$ cat src/rtl/ledEncPkg.sv
package ledEncPkg;

  typedef enum logic [2:0] {
    ST_IDLE,
    ST_WAIT,
    ST_PH1,
    ST_PH2,
    ST_PH3,
    ST_LATCH
  } encState_t;

  // strobes from control to datapath, valid for the coming edge
  typedef struct packed {
    logic load;     // capture host word
    logic shift;    // advance to next bit
    logic drvHigh;  // next cycle is the fixed high phase
    logic drvData;  // next cycle is the data phase
  } encStrobe_t;

endpackage

$ cat src/rtl/ledEncDatapath.sv
module ledEncDatapath
  import ledEncPkg::*;
#(
  parameter int WORD_W = 24
) (
  input  logic              clk,
  input  logic              rst,
  input  encStrobe_t        strobe,
  input  logic [WORD_W-1:0] inData,
  input  logic              inLast,
  output logic              ledOut,
  output logic              bitLast,
  output logic              lastWord
);

  localparam int CNT_W = $clog2(WORD_W);
  localparam logic [CNT_W-1:0] LAST_IDX = CNT_W'(WORD_W - 1);

  logic [WORD_W-1:0] shiftReg;
  logic [CNT_W-1:0]  bitCnt;
  logic              lastFlag;
  logic              ledQ;

  always_ff @(posedge clk) begin
    if (rst) begin
      shiftReg <= '0;
      bitCnt   <= '0;
      lastFlag <= 1'b0;
      ledQ     <= 1'b0;
    end else begin
      if (strobe.load) begin
        shiftReg <= inData;
        bitCnt   <= '0;
        lastFlag <= inLast;
      end else if (strobe.shift) begin
        shiftReg <= {shiftReg[WORD_W-2:0], 1'b0};
        bitCnt   <= bitCnt + 1'b1;
      end
      // line level for the next cycle: high phase, or data phase with current MSB
      ledQ <= strobe.drvHigh | (strobe.drvData & shiftReg[WORD_W-1]);
    end
  end

  assign ledOut   = ledQ;
  assign bitLast  = (bitCnt == LAST_IDX);
  assign lastWord = lastFlag;

endmodule

$ cat src/rtl/ledEncCtrl.sv
module ledEncCtrl
  import ledEncPkg::*;
#(
  parameter int PH1_CYC   = 20,
  parameter int PH2_CYC   = 20,
  parameter int PH3_CYC   = 23,
  parameter int LATCH_CYC = 2500
) (
  input  logic       clk,
  input  logic       rst,
  input  logic       inValid,
  input  logic       bitLast,
  input  logic       lastWord,
  output logic       inReady,
  output logic       busy,
  output encStrobe_t strobe,
  output encState_t  state
);

  localparam int MAX_A = (PH1_CYC > PH2_CYC) ? PH1_CYC : PH2_CYC;
  localparam int MAX_B = (PH3_CYC > LATCH_CYC) ? PH3_CYC : LATCH_CYC;
  localparam int MAX_D = (MAX_A > MAX_B) ? MAX_A : MAX_B;
  localparam int TMR_W = $clog2(MAX_D + 1);

  encState_t        nxt;
  logic [TMR_W-1:0] tmr;
  logic             tDone;

  assign tDone = (tmr == '0);

  function automatic logic [TMR_W-1:0] durOf(input encState_t s);
    case (s)
      ST_PH1:   durOf = TMR_W'(PH1_CYC - 1);
      ST_PH2:   durOf = TMR_W'(PH2_CYC - 1);
      ST_PH3:   durOf = TMR_W'(PH3_CYC - 1);
      ST_LATCH: durOf = TMR_W'(LATCH_CYC - 1);
      default:  durOf = '0;
    endcase
  endfunction

  always_comb begin
    nxt          = state;
    strobe.load  = 1'b0;
    strobe.shift = 1'b0;
    inReady      = 1'b0;
    case (state)
      ST_IDLE, ST_WAIT: begin
        inReady = 1'b1;
        if (inValid) begin
          nxt         = ST_PH1;
          strobe.load = 1'b1;
        end
      end
      ST_PH1: if (tDone) nxt = ST_PH2;
      ST_PH2: if (tDone) nxt = ST_PH3;
      ST_PH3: begin
        if (tDone) begin
          if (!bitLast) begin
            nxt          = ST_PH1;
            strobe.shift = 1'b1;
          end else if (!lastWord) begin
            inReady = 1'b1;
            if (inValid) begin
              nxt         = ST_PH1;
              strobe.load = 1'b1;
            end else begin
              nxt = ST_WAIT;
            end
          end else begin
            nxt = ST_LATCH;
          end
        end
      end
      ST_LATCH: if (tDone) nxt = ST_IDLE;
      default:  nxt = ST_IDLE;
    endcase
    strobe.drvHigh = (nxt == ST_PH1);
    strobe.drvData = (nxt == ST_PH2);
  end

  always_ff @(posedge clk) begin
    if (rst) begin
      state <= ST_IDLE;
      tmr   <= '0;
    end else begin
      state <= nxt;
      if (nxt != state) tmr <= durOf(nxt);
      else if (!tDone)  tmr <= tmr - 1'b1;
    end
  end

  assign busy = (state != ST_IDLE);

endmodule

$ cat src/rtl/ledPulseEncoder.sv
module ledPulseEncoder
  import ledEncPkg::*;
#(
  parameter int CLK_PS    = 20000,
  parameter int WORD_W    = 24,
  parameter int PH1_CYC   = 20,
  parameter int PH2_CYC   = 20,
  parameter int PH3_CYC   = 23,
  parameter int LATCH_CYC = 2500
) (
  input  logic              clk,
  input  logic              rst,
  input  logic              inValid,
  output logic              inReady,
  input  logic [WORD_W-1:0] inData,
  input  logic              inLast,
  output logic              ledOut,
  output logic              busy
);

  // phase lengths in picoseconds, compared with nominal +/- tolerance
  localparam longint PH1_PS   = longint'(PH1_CYC) * CLK_PS;
  localparam longint PH2_PS   = longint'(PH2_CYC) * CLK_PS;
  localparam longint PH3_PS   = longint'(PH3_CYC) * CLK_PS;
  localparam longint LATCH_PS = longint'(LATCH_CYC) * CLK_PS;
  localparam longint TOL_PS   = 150000;

  generate
    if (PH1_PS < 400000 - TOL_PS || PH1_PS > 400000 + TOL_PS) begin : gBadPh1
      $error("high phase length outside tolerance");
    end
    if (PH2_PS < 400000 - TOL_PS || PH2_PS > 400000 + TOL_PS) begin : gBadPh2
      $error("data phase length outside tolerance");
    end
    if (PH3_PS < 450000 - TOL_PS || PH3_PS > 450000 + TOL_PS) begin : gBadPh3
      $error("low phase length outside tolerance");
    end
    if (LATCH_PS < 64'd50000000) begin : gBadLatch
      $error("latch gap shorter than 50 us");
    end
  endgenerate

  encStrobe_t strobe;
  encState_t  ctrlState;
  logic       bitLast;
  logic       lastWord;

  ledEncCtrl #(
    .PH1_CYC  (PH1_CYC),
    .PH2_CYC  (PH2_CYC),
    .PH3_CYC  (PH3_CYC),
    .LATCH_CYC(LATCH_CYC)
  ) i_ctrl (
    .clk     (clk),
    .rst     (rst),
    .inValid (inValid),
    .bitLast (bitLast),
    .lastWord(lastWord),
    .inReady (inReady),
    .busy    (busy),
    .strobe  (strobe),
    .state   (ctrlState)
  );

  ledEncDatapath #(
    .WORD_W(WORD_W)
  ) i_dp (
    .clk     (clk),
    .rst     (rst),
    .strobe  (strobe),
    .inData  (inData),
    .inLast  (inLast),
    .ledOut  (ledOut),
    .bitLast (bitLast),
    .lastWord(lastWord)
  );

endmodule

$ cat config.mk
export PLATFORM = sky130hd
export DESIGN_NAME = ledPulseEncoder
export DESIGN_NICKNAME = d
export VERILOG_FILES = /design/src/rtl/ledEncPkg.sv /design/src/rtl/ledEncDatapath.sv /design/src/rtl/ledEncCtrl.sv /design/src/rtl/ledPulseEncoder.sv
export SDC_FILE = /design/constraint.sdc
export NUM_CORES = 1
export LEC_CHECK = 0
export ABC_CLOCK_PERIOD_IN_PS = 4050
export BUFFER_PORTS_ARGS = -buffer_cell sky130_fd_sc_hd__buf_2
export CAP_MARGIN = 20
export CORE_AREA = 2 2 85 87
export DETAILED_ROUTE_END_ITERATION = 10
export DIE_AREA = 0 0 87 89
export SYNTH_ARGS = -nofsm -noshare
export SYNTH_HDL_FRONTEND = slang
export SYNTH_SLANG_ARGS = --single-unit
export TNS_END_PERCENT = 10
$ cat constraint.sdc
create_clock -name clk -period 4.05 [get_ports clk]
set_clock_uncertainty 0.1 [all_clocks]
set_input_delay 0.6075 -clock clk [delete_from_list [all_inputs] [get_ports clk]]
set_output_delay 0.6075 -clock clk [all_outputs]
set_load 0.005 [all_outputs]
# Word level (Yosys, flattened, before mapping)
# Index checks and enable logic that the tools add are counted.
# classes
muxes,25
eq_ne,12
n_reduce_logical,7
add_sub_neg,2
n_bitwise,2
# ops
op,count
2-to-1 mux 24 bit,2
case mux 12 bit (3 select lines),1
2-to-1 mux 12 bit,2
2-to-1 mux 3 bit,7
case mux 3 bit (5 select lines),1
equality test 3 x 2 -> 1 bit (second input constant),4
equality test 3 bit (second input constant),4
logical NOT 12 bit,1
subtractor 12 x 1 -> 12 bit (second input constant),1
2-to-1 mux 1 bit,8
OR reduction 2 bit,3
adder 5 x 1 -> 5 bit (second input constant),1
equality test 5 bit (second input constant),1
2-to-1 mux 2 bit,2
case mux 1 bit (2 select lines),2
equality test 3 x 1 -> 1 bit (second input constant),1
logical NOT 3 bit,1
!= test 3 bit,1
nonzero test 3 bit,1
!= test 2 bit (second input constant),1
nonzero test 2 bit,1
AND 1 bit,1
bitwise OR 1 bit,1
# word_totals
regBits,46

# Logic depth before layout (Yosys ltp)
# depth
ltp_word,9
ltp_mapped,10

# Cells and area by module
# From an unflattened synthesis, not the netlist that was laid out.
# hier_totals
cells_unflattened,279
hier_area_um2,2620.0
# modules_own_cells
module,cells_each,n_inst,seq_area_each_um2,area_each_um2
ledEncDatapath,138,1,620.6,1422.6
ledEncCtrl,141,1,300.3,1197.4

# Worst setup path before layout
# OpenSTA, ideal clock, no wires.
# synth_timing
path_kind,flip-flop to flip-flop
start,register i_ctrl.tmr[0]
end,register i_ctrl.tmr[0]
required_ps,3828
period_less_slack_ps,2409
path_stages_with_launch,10
setup_ps,122
slack_ps,1641
arrival_time_ps,2187
path_cell_list,dfxtp_1 inv_1 ha_1 nor4b_2 and4b_1 buf_2 mux2_1 a221oi_1 nand2b_1 o21ai_1
# synth_via
elab_chain_cells,7
elab_cells_between_ends,17
cone_classes,add/sub: 1; eq/ne: 6; mux: 8; reduce/logical: 2
# synth_lines
item,line,rtl
"start, declared",ledEncCtrl.sv:26,logic [TMR_W-1:0] tmr;
"start signal, assigned",ledEncCtrl.sv:87,if (nxt != state) tmr <= durOf(nxt);
"start signal, assigned",ledEncCtrl.sv:88,else if (!tDone) tmr <= tmr - 1'b1;
logical NOT 12 bit,ledEncCtrl.sv:29,assign tDone = (tmr == '0);
"2-to-1 mux 3 bit, on equally long branches",--,
case mux 3 bit (5 select lines),ledEncCtrl.sv:46,case (state)
equality test 3 x 2 -> 1 bit,ledEncCtrl.sv:32,case (s)
OR reduction 2 bit (no source line),--,
case mux 12 bit (3 select lines),ledEncCtrl.sv:32,
2-to-1 mux 12 bit,ledEncCtrl.sv:87,
# Parallel ways exist; a longest one is shown, timed or not. The select of a mux whose other input is x is not followed.
# A chain may end at the register's enable or synchronous reset.

# Worst setup path in the final report
# layout_timing
start,register i_ctrl.tmr[0]
end,output inReady
# layout_via
elab_chain_cells,3
# layout_lines
item,line,rtl
logical NOT 12 bit,ledEncCtrl.sv:29,
2-to-1 mux 1 bit,ledEncCtrl.sv:57,if (tDone) begin
case mux 1 bit (2 select lines),ledEncCtrl.sv:46,
"end, declared",ledPulseEncoder.sv:14,"output logic inReady,"
# Every way passes these cells.

==> flow_metrics.py <==
metrics = {
    "drt": {
        "wirelength_um": 4540,
        "wire_per_inst_um": 12.9,
        "met2_length_um": 2040,
        "vias": 1806,
        "drc": 0,
        "detailroute.wirelength.met3_um": 199,
        "drt_iter0_drc": 68,
        "top_layer": "met4",
        "drt-met1-wl_um": 2220,
        "dr.pass1.iters": 4,
        "viasPerCell": 5.12,
        "ant_nets": 0,
    },
    "placed_design": {
        "io_buffers": 30,
        "dpl_cell_area_um2": 2450,
        "detailed_place_hpwl_um": 3130,
        "post-place-ws_ns": 1.04,
        "gp_congestion": 0.829,
    },
    "cts": {
        "htree_num_levels": 2,
        "clock-sinks": 46,
        "cts_root_buf": "clkbuf_8",
        "post_cts_resized": 0,
        "cts_max_path_buffers": 2,
        "cts_buffers": 5,
        "cts_tree": "yes",
        "hold_buffers": 0,
        "post_cts_buffers": 0,
        "clk_pin_slew_ns": 0.09,
        "clk_latency_ns": 0.30,
    },
    "grt": {
        "grt_pass1_vias": 1794,
        "grt_overflow": 0,
        "grt_pass1_wl_um": 8050,
        "antenna_found_initial": 0,
        "grt_max_degree": 45,
        "grt_usage_pct": 13.0,
    },
    "floorplan": {
        "initial_utilization_pct": 34.5,
        "dieArea_um2": 7740,
        "rows": 30,
        "io_pins": 31,
        "coreArea_um2": 6720,
        "die_h_um": 89,
        "dieWidth_um": 87,
    },
    "final_layout": {
        "mostFrequentLayoutCell": "dfxtp_1",
        "most-common-layout-cells": "dfxtp_1, nor2_1, buf_2",
        "layout.nets": 302,
        "design_area_um2": 2560,
        "diodes": 0,
        "final_util_pct": 38.1,
        "drive_gt1_share_pct": 19.4,
        "syn2layout_area_growth_pct": 10.7,
    },
    "power": {
        "ir_drop_mv": 0.229,
        "leakagePower_nw": 0.942,
        "power_mw": 1.90,
        "power.density_nw_per_um2": 742,
    },
    "logic_synthesis": {
        "ys_ff_latch": 46,
        "synth_cells": 248,
        "avgSynthCellArea_um2": 9.33,
        "synth_nets": 278,
        "postSynth.asyncResetShare_pct": 0,
        "synth_edf_count": 0,
        "yosys.cell_types.count": 49,
        "ys.warnings.count": 0,
        "ys_seq_area_share_pct": 39.8,
        "synth-main-ff-cell": "dfxtp_1",
        "synth.cell_area_um2": 2310,
    },
    "sta": {
        "setup_tns_ns": 0,
        "timing_max_transition_violations_final": 0,
        "finalHoldViolCount": 0,
        "worstMarginPinSlew_ns": 0.826,
        "setup_slack_ns": 0.981,
        "fin_crit_sh_pct": 75.8,
        "layout_min_cycle_time_ns": 3.07,
        "relSlewSlack_pct": 45.0,
        "max_clock_freq_ghz": 0.326,
        "setup_viol": 0,
        "rsz0062_at_grt": "no",
    },
    "outcome": {
        "outcome": "completed",
    },
    "worst_setup_path": {
        "worstPathMaxFanout": 16,
        "critPathArrivalTime_ns": 2.36,
        "worstSetupEndpointType": "output pin",
        "path_class": "register to output pin",
        "slowest_stage": "and4b_1",
        "max_stage_delay_ns": 0.64,
        "crit_path_start_kind": "register",
        "worstPathRequired_ns": 3.34,
        "crit_chain": "inv_1 > ha_1 > nor4b_2 > and4b_1 > a31o_2 > buf_2",
    },
    "run": {
        "maxCapViolCount": 0,
    },
    "min_path": {
        "hold_path.class": "register to register",
    },
}
==> worst paths after layout <==
kind | endpoint | cells after the start | slack (ns) | start
setup / recovery | inReady | 6 | 0.98 | i_ctrl.tmr[0]$_SDFFE_PP0P_
hold reg to reg | i_dp.shiftReg[0]$_SDFFE_PP0P_ | 2 | 0.39 | i_dp.shiftReg[0]$_SDFFE_PP0P_
hold / removal | i_dp.shiftReg[0]$_SDFFE_PP0P_ | 2 | 0.39 | i_dp.shiftReg[0]$_SDFFE_PP0P_
setup reg to reg | i_ctrl.tmr[0]$_SDFFE_PP0P_ | 8 | 1.01 | i_ctrl.tmr[0]$_SDFFE_PP0P_
==> cell usage after synthesis (3+ instances only) <==
| master | instances | share of area, % |
|---|---|---|
| nand3_1 | 3 | 0.65 |
| nand4_1 | 3 | 0.81 |
| nand2_1 | 15 | 2.4 |
| a31oi_1 | 3 | 0.81 |
| mux2i_1 | 23 | 9.9 |
| a211oi_2 | 8 | 4.3 |
| o21ai_1 | 4 | 0.86 |
| nor3_1 | 10 | 2.2 |
| a21oi_1 | 8 | 1.7 |
| xor2_1 | 4 | 1.5 |
| inv_1 | 4 | 0.65 |
| nor4_1 | 5 | 1.4 |
| dfxtp_1 | 46 | 40 |
| clkbuf_1 | 5 | 0.81 |
| xnor2_1 | 6 | 2.3 |
| nor2_1 | 39 | 6.3 |
| a211oi_1 | 14 | 4.5 |
| nand2b_1 | 4 | 1.1 |
==> through the flow <==
step | hold WS [ns] | std cells
6_report | 0.394 | 353
5_1_grt | 0.430 | 353
4_1_cts | 0.394 | 353
3_5_place_dp | 0.377 | 345
3_3_place_gp | 0.377 | 345
2_1_floorplan | 0.340 | 248
==> cell families after synthesis <==
group	Yosys count	share of synthesized area, %
AOI/OAI and AO/OA	50	16.9
and+or+nand+nor	96	21.0
DFF	46	39.8
buffers and inverters	18	6.11
xor gates and xnor gates	10	3.78
adders and majority gates	2	1.08
muxes	26	11.4
==> routing by layer <==
layer  global-route usage (%)  vias up
li1                         -      946
met1                     16.3      811
met2                     21.2       39
met3                     3.42       10
met4                     5.26        0
met5                        0        -
==> area by class of cell <==
cell class,instances,area (um2)
fillers,678,4160
multi-input cells,184,1260
flip-flops and latches,46,921
repair buffers,31,158
well taps,80,100
clock buffers,6,72.6
clock inverters,2,37.5
inverters,4,15.0
==> state kept, by name, indices dropped and copies added (netlist names) <==
register       count
i_dp.shiftReg     24
i_ctrl.state       3
i_dp.bitCnt        5
i_dp.ledOut        1
i_ctrl.tmr        12
i_dp.lastWord      1
==> report_power, final <==
part,switching [mW],internal (mW)
logic,0.504,0.371
registers,0.104,0.579
clock network,0.158,0.184
==> worst max-delay path: cells and delay by family, from the launching register on <==
family	cells	cell delay, ns
AND/OR/NAND/NOR	2	1.00
flip-flops	1	0.33
AO/OA/AOI/OAI	1	0.30
buffers and inverters	2	0.23
adder cells (fa/ha/maj)	1	0.21
Power figures use the tool's default switching activity.
